## src/rtl/acc_unary_pkg.sv

```systemverilog
package acc_unary_pkg;
    localparam int DW = 8;
    localparam int HW = DW / 2;

    typedef enum logic [7:0] {
        OP_ZERO   = 8'hE4,
        OP_INVERT = 8'hF4,
        OP_ROL    = 8'h23,
        OP_ROLC   = 8'h33,
        OP_ROR    = 8'h03,
        OP_RORC   = 8'h13,
        OP_NIBX   = 8'hC4
    } op_code_e;

    typedef enum logic [2:0] {
        K_NONE, K_ZERO, K_INV, K_ROL, K_ROLC, K_ROR, K_RORC, K_NIBX
    } op_kind_e;

    typedef struct packed {
        logic [DW-1:0] acc;
        logic          cy;
        logic          acc_we;
        logic          cy_we;
        logic          illegal;
    } res_t;
endpackage

```

## src/rtl/acc_unary_decode.sv

```systemverilog
module acc_unary_decode
    import acc_unary_pkg::*;
(
    input  logic [7:0] opcode_i,
    output op_kind_e   kind_o
);
    always_comb begin
        case (opcode_i)
            OP_ZERO:   kind_o = K_ZERO;
            OP_INVERT: kind_o = K_INV;
            OP_ROL:    kind_o = K_ROL;
            OP_ROLC:   kind_o = K_ROLC;
            OP_ROR:    kind_o = K_ROR;
            OP_RORC:   kind_o = K_RORC;
            OP_NIBX:   kind_o = K_NIBX;
            default:   kind_o = K_NONE;
        endcase
    end
endmodule

```

## src/rtl/acc_unary_exec.sv

```systemverilog
module acc_unary_exec
    import acc_unary_pkg::*;
(
    input  op_kind_e      kind_i,
    input  logic [DW-1:0] acc_i,
    input  logic          cy_i,
    output logic [DW-1:0] acc_o,
    output logic          cy_o
);
    always_comb begin
        acc_o = acc_i;
        cy_o  = cy_i;
        unique case (kind_i)
            K_ZERO: acc_o = '0;
            K_INV:  acc_o = ~acc_i;
            K_ROL:  acc_o = {acc_i[DW-2:0], acc_i[DW-1]};
            K_ROR:  acc_o = {acc_i[0], acc_i[DW-1:1]};
            K_ROLC: begin
                acc_o = {acc_i[DW-2:0], cy_i};
                cy_o  = acc_i[DW-1];
            end
            K_RORC: begin
                acc_o = {cy_i, acc_i[DW-1:1]};
                cy_o  = acc_i[0];
            end
            K_NIBX: acc_o = {acc_i[HW-1:0], acc_i[DW-1:HW]};
            default: ;
        endcase
    end
endmodule

```

## src/rtl/acc_unary_unit.sv

```systemverilog
module acc_unary_unit
    import acc_unary_pkg::*;
(
    input  logic         clk,
    input  logic         rst_n,
    input  logic         issue_i,
    input  logic [7:0]   opcode_i,
    input  logic [7:0]   acc_i,
    input  logic         cy_i,
    output logic [7:0]   acc_o,
    output logic         cy_o,
    output logic         acc_we_o,
    output logic         cy_we_o,
    output logic         illegal_o
);
    op_kind_e      kind;
    logic [DW-1:0] ex_acc;
    logic          ex_cy;
    res_t          res_d, res_q;

    acc_unary_decode u_dec (.opcode_i(opcode_i), .kind_o(kind));
    acc_unary_exec   u_exe (.kind_i(kind), .acc_i(acc_i), .cy_i(cy_i),
                            .acc_o(ex_acc), .cy_o(ex_cy));

    always_comb begin
        res_d         = res_q;
        res_d.acc_we  = 1'b0;
        res_d.cy_we   = 1'b0;
        res_d.illegal = 1'b0;
        if (issue_i) begin
            if (kind == K_NONE) begin
                res_d.illegal = 1'b1;
            end else begin
                res_d.acc    = ex_acc;
                res_d.cy     = ex_cy;
                res_d.acc_we = 1'b1;
                res_d.cy_we  = (kind == K_ROLC) || (kind == K_RORC);
            end
        end
    end

    always_ff @(posedge clk or negedge rst_n) begin
        if (!rst_n) res_q <= '0;
        else        res_q <= res_d;
    end

    assign acc_o     = res_q.acc;
    assign cy_o      = res_q.cy;
    assign acc_we_o  = res_q.acc_we;
    assign cy_we_o   = res_q.cy_we;
    assign illegal_o = res_q.illegal;
endmodule

```

## config.mk

```make
export PLATFORM = sky130hd
export DESIGN_NAME = acc_unary_unit
export DESIGN_NICKNAME = d
export VERILOG_FILES = /design/src/rtl/acc_unary_pkg.sv /design/src/rtl/acc_unary_decode.sv /design/src/rtl/acc_unary_exec.sv /design/src/rtl/acc_unary_unit.sv
export SDC_FILE = /design/constraint.sdc
export NUM_CORES = 1
export LEC_CHECK = 0
export ABC_AREA = 1
export BUFFER_PORTS_ARGS = -buffer_cell sky130_fd_sc_hd__buf_2
export CORE_MARGIN = 2
export CORE_UTILIZATION = 45
export DETAILED_ROUTE_END_ITERATION = 10
export GPL_TIMING_DRIVEN = 0
export PLACE_DENSITY_LB_ADDON = 0.05
export SYNTH_ARGS = -nofsm -noshare
export SYNTH_HDL_FRONTEND = slang
export SYNTH_HIERARCHICAL = 1
export SYNTH_SLANG_ARGS = --single-unit
```

## constraint.sdc

```tcl
create_clock -name clk -period 0.8 [get_ports clk]
set_input_delay 0.04 -clock clk [delete_from_list [all_inputs] [get_ports clk]]
set_output_delay 0.04 -clock clk [all_outputs]
set_load 0.02 [all_outputs]
```

Word level (Yosys, flattened, before mapping):

Cells that the tools add are included.

* register bits: 12
* bits of input ports: 20

* equality and inequality tests: 14
* multiplexer cells: 6
* bitwise operators: 2
* reductions and logical operators: 3

Operators with widths (number)
* case mux 8 bit (7 select lines): 1
* == test 8 bit (second input constant): 3
* case mux 3 bit (7 select lines): 1
* == test 8 x 6 -> 1 bit (second input constant): 2
* == test 3 bit (second input constant): 4
* == test 8 x 2 -> 1 bit (second input constant): 1
* == test 8 x 5 -> 1 bit (second input constant): 1
* inverter 8 bit: 1
* == test 3 x 2 -> 1 bit (second input constant): 2
* == test 3 x 1 -> 1 bit (second input constant): 1
* logical NOT 3 bit: 1
* 2-to-1 mux 3 bit: 1
* 2-to-1 mux 2 bit: 1
* case mux 1 bit (2 select lines): 1
* AND reduction 2 bit: 1
* logical OR 1 bit: 1
* 2-to-1 mux 1 bit: 1
* inverter 1 bit: 1

Depth between registers and ports, before layout:

* depth in word-level cells: 6
* mapped depth: 14

Modules after synthesis:

Netlist, hierarchy kept.

Modules (own cells, without submodules)
* acc_unary_exec: times used 1, cells each 123, area an instance 586.8 um2
* acc_unary_unit: times used 1, cells each 50, area an instance 471.7 um2
* acc_unary_decode: times used 1, cells each 33, area an instance 146.4 um2

Worst setup path after synthesis:

Ideal clock, no wire load.

* path kind: input port to flip-flop
* from: in opcode_i[2]
* to: reg res_q, in the netlist acc_o[0]
* setup time: 0.117 ns
* arrival: 1.195 ns
* required time: 0.683 ns
* slack: -0.512 ns
* stages on the path: 13
* buffers on the path: 1
* cell sequence: nor2_1 nand2_2 nor2_2 nand2_1 nand3_1 buf_4 inv_2 nand4_1 nand2_1 nor2_1 nand3_1 nand3_1 nand2_1

* elaborated cells on any way between the ends: 19
* those cells by class: eq/ne (14); mux (2); bitwise (1); reduce/logical (2)

RTL lines
* start, declared: RTL line acc_unary_unit.sv:7 `input logic [7:0] opcode_i,`
* == test 8 bit (tied with other cells): RTL line acc_unary_decode.sv:8 `case (opcode_i)`
* case mux 3 bit (7 select lines) (*): RTL line acc_unary_decode.sv:8
* via kind[1]: RTL line acc_unary_unit.sv:16 `op_kind_e kind;`
* == test 3 bit (tied with other cells): RTL line acc_unary_exec.sv:13 `unique case (kind_i)`
* case mux 8 bit (7 select lines) (*): RTL line acc_unary_exec.sv:13
* via ex_acc[0]: RTL line acc_unary_unit.sv:17 `logic [DW-1:0] ex_acc;`
* end signal, assigned: RTL line acc_unary_unit.sv:44 `else res_q <= res_d;`
* end, declared: RTL line acc_unary_unit.sv:19 `res_t res_d, res_q;`

Mark *: on every way through the listed nets, which the timed path passes. The rest lies on a longest branch.
A chain may end at the register's enable or synchronous reset.

Worst setup path in the final report:

* from: in opcode_i[3]
* to: reg res_q, in the netlist acc_o[7]

Same word-level chain as after synthesis.

==> metrics.csv <==
metric,value,unit
status,finished with violations,
violations,negative setup slack,
synth-seq-area-share,0.249,
io_pins,32,
die_w,55.7,um
synth-seq-cells,12,
routed_wirelength,5370,um
grt_pass1_wl,7040,um
io_buffer_count,31,
detail_route.wl_per_cell,18.5,um
r2r-end,acc_o[2]$_DFFE_PN0P_,
finalCriticalPeriod,1.37,ns
cts_tree,done,
ys_warn_count,6,
hold_viol,0,
firstDrtPassIters,5,
fin_skew,0,ns
comb_power_share,0.497,
synth_area,1200,sq um
drt_first_iter_violations,218,
rsz0062_at_grt,true,
vias,1766,
final_core_util,0.834,
worstSetupPathType,in -> reg,
cts_buffers,3,
syn_area_per_cell,5.85,sq um
critPathLaunchType,input port,
drc_errors,0,
slew_headroom,0.804,
clock_tree.buffer_depth,2,
design.die.area,3110,sq um
hold_start,issue_i,
clock_sinks,12,
power.share.sequential,0.350,
rows,18,
clkLatencyLatePin,0.27,ns
swShare,0.389,
critPathTopFamily,simple AND/OR/NAND/NOR gates,
synth_fp_nets,226,
htree_levels,1,
fp.coreArea,2500,sq um
synthCells,206,
crit_cells,13,
period_share,1.72,
grt_max_degree,13,
clock.fmax,728,MHz
path_cells,"buf_8, nor2_4, nand2_4, nor2_4, o21a_4, buf_8, nor2_4, nand3_1, nand2_1, nor2_2, nand3_1, nand3_1, nand2_1",
tightestPinTransition,0.292,ns
grt.overflow.total,0,
nFillCells,139,
n_antenna_cell,0,
cp-end-kind,flop,
path_buf_inv,2,
die_y,55.7,um
clkPwrFrac,0.153,
wl_met3,492,um
powerDensity,1200,nW/um^2
irDropWorstVdd,1880,uV
synth_cell_types,18,
design_area,2080,sq um
place_area,1510,sq um
start_util,0.482,
dr.max_layer_used,met4,
r2r_slack,0.03,ns
wl_met1,2020,um
gp_congestion,0.868,
viasPerCell,6.09,
layout-drive-gt1-share,0.458,
rr_startpoint,acc_o[2]$_DFFE_PN0P_,
ant_nets,0,
maxCapViolCount,0,
regArea,300,sq um
antenna_found_initial,0,
setup-violations-final,23,
cpPeakStageDelay,0.21,ns
p_sw,0.000971,W
internal_power,0.00152,W
clk_pin_slew,0.08,ns
setup_ws,-0.573,ns
cts_root_buf,clkbuf_4,
slew_viol_final,0,
critPathSlowestCell,o21a_4,
whs_path_depth,3,
track_usage,0.281,
place_ws,-0.864,ns
dp_hpwl,2570,um
nets,282,
worstPathRequired,0.97,ns
wl_met2,2600,um
whs_endpoint,acc_we_o$_DFF_PN0_,
area_growth,73.0,%
crit_arrival,1.55,ns
grt_pass1_vias,1571,
hp-class,in -> reg,
worstRegToRegCells,3,
p_leak,1.10,nW
multi_input_area,1020,sq um
cp_max_fo,11,
-- power groups by stage --
stage | Sequential (W) | Combinational [W] | Clock (W)
global route | 0.000885 | 0.00131 | 0.000417
finish | 0.000874 | 0.00124 | 0.000381
global placement | 0.000823 | 0.000725 | 0
CTS | 0.000847 | 0.00111 | 0.000365
floorplan | 0.00102 | 0.000242 | 0
detailed placement | 0.000826 | 0.000742 | 0
-- cells in the final DEF (no fill, tap or decap), types with 11 or more instances in the layout --
cell,Yosys,final
nor2_4,0,12
nand2_1,52,43
dfrtp_1,12,12
nand4_1,25,25
nand3_1,29,25
inv_1,19,12
buf_2,5,12
nor2_1,42,23
buf_4,1,11
nor2_2,6,14
buf_6,3,25
-- cells by family (layout without fill, tap and decap cells) --
| kind of cell | Yosys count | in the layout | share of synthesized area |
|---|---|---|---|
| AND/OR/NAND/NOR | 159 | 161 | 0.610 |
| flip-flops | 12 | 12 | 0.249 |
| AO/OA/AOI/OAI | 3 | 3 | 0.0145 |
| buffers and inverters | 32 | 84 | 0.127 |
-- layout make-up --
cell class | instances | share of cell area
inverter | 22 | 0.0516
sequential | 12 | 0.144
timing repair buffer | 49 | 0.229
buffer | 10 | 0.0576
clock buffer | 3 | 0.0108
tap | 30 | 0.0180
multi-input combinational | 164 | 0.489
-- worst register-to-register path, stage by stage (launching register included) --
cell	delay [ns]
dfrtp_1	0.42
buf_4	0.15
nand2_1	0.05
nand2_1	0.05
-- synthesized netlist by cell type --
cell type,n,share of area
buf_2,5,0.021
buf_4,1,0.0062
buf_6,3,0.028
clkbuf_1,1,0.0031
dfrtp_1,12,0.25
inv_1,19,0.059
inv_2,3,0.0093
nand2_1,52,0.16
nand2_2,2,0.010
nand3_1,29,0.12
nand3_2,2,0.017
nand4_1,25,0.13
nor2_1,42,0.13
nor2_2,6,0.031
nor3_2,1,0.0083
o21a_1,1,0.0062
o21ai_0,1,0.0041
o21ai_1,1,0.0041
-- through the flow --
step,total power [W],hold WS [ns],setup TNS (ns),instances
final,0.00249,0.0768,-5.48,290
after global routing,0.00261,0.0752,-6.28,290
after CTS,0.00232,0.0843,-4.40,284
after detailed placement,0.00157,-0.0676,-8.62,267
after global placement,0.00155,-0.0856,-8.02,267
after floorplan,0.00126,-0.256,-4.06,206
-- routing by layer --
| metal | track usage | up-vias |
|---|---|---|
| met2 | 0.510 | 137 |
| li1 | - | 797 |
| met3 | 0.0512 | 32 |
| met5 | 0 | - |
| met4 | 0.0662 | 0 |
| met1 | 0.340 | 800 |
-- how the worst max path moves through the flow --
stage / from / endpoint / slack (ns)
2_1_floorplan: opcode_i[2] / acc_o[0]$_DFFE_PN0P_ / -0.42
3_3_place_gp: opcode_i[2] / acc_o[5]$_DFFE_PN0P_ / -0.82
3_5_place_dp: opcode_i[2] / acc_o[5]$_DFFE_PN0P_ / -0.86
4_1_cts: opcode_i[2] / acc_o[2]$_DFFE_PN0P_ / -0.43
5_1_grt: opcode_i[6] / acc_o[7]$_DFFE_PN0P_ / -0.60
6_report: opcode_i[3] / acc_o[7]$_DFFE_PN0P_ / -0.57
-- registers in the layout (all words and copies together) (netlist names) --
| name | flops |
|---|---|
| acc_o | 8 |
| acc_we_o | 1 |
| cy_o | 1 |
| cy_we_o | 1 |
| illegal_o | 1 |
-- what timing repair did --
action	CTS	global route
pin swaps	29	41
gates resized for setup	68	45
setup buffers	11	4
gates cloned	2	2
setup endpoints to repair	23	24
hold buffers	1	0
hold endpoints to repair	12	0
Note: power is estimated with default switching activity, not from simulation.
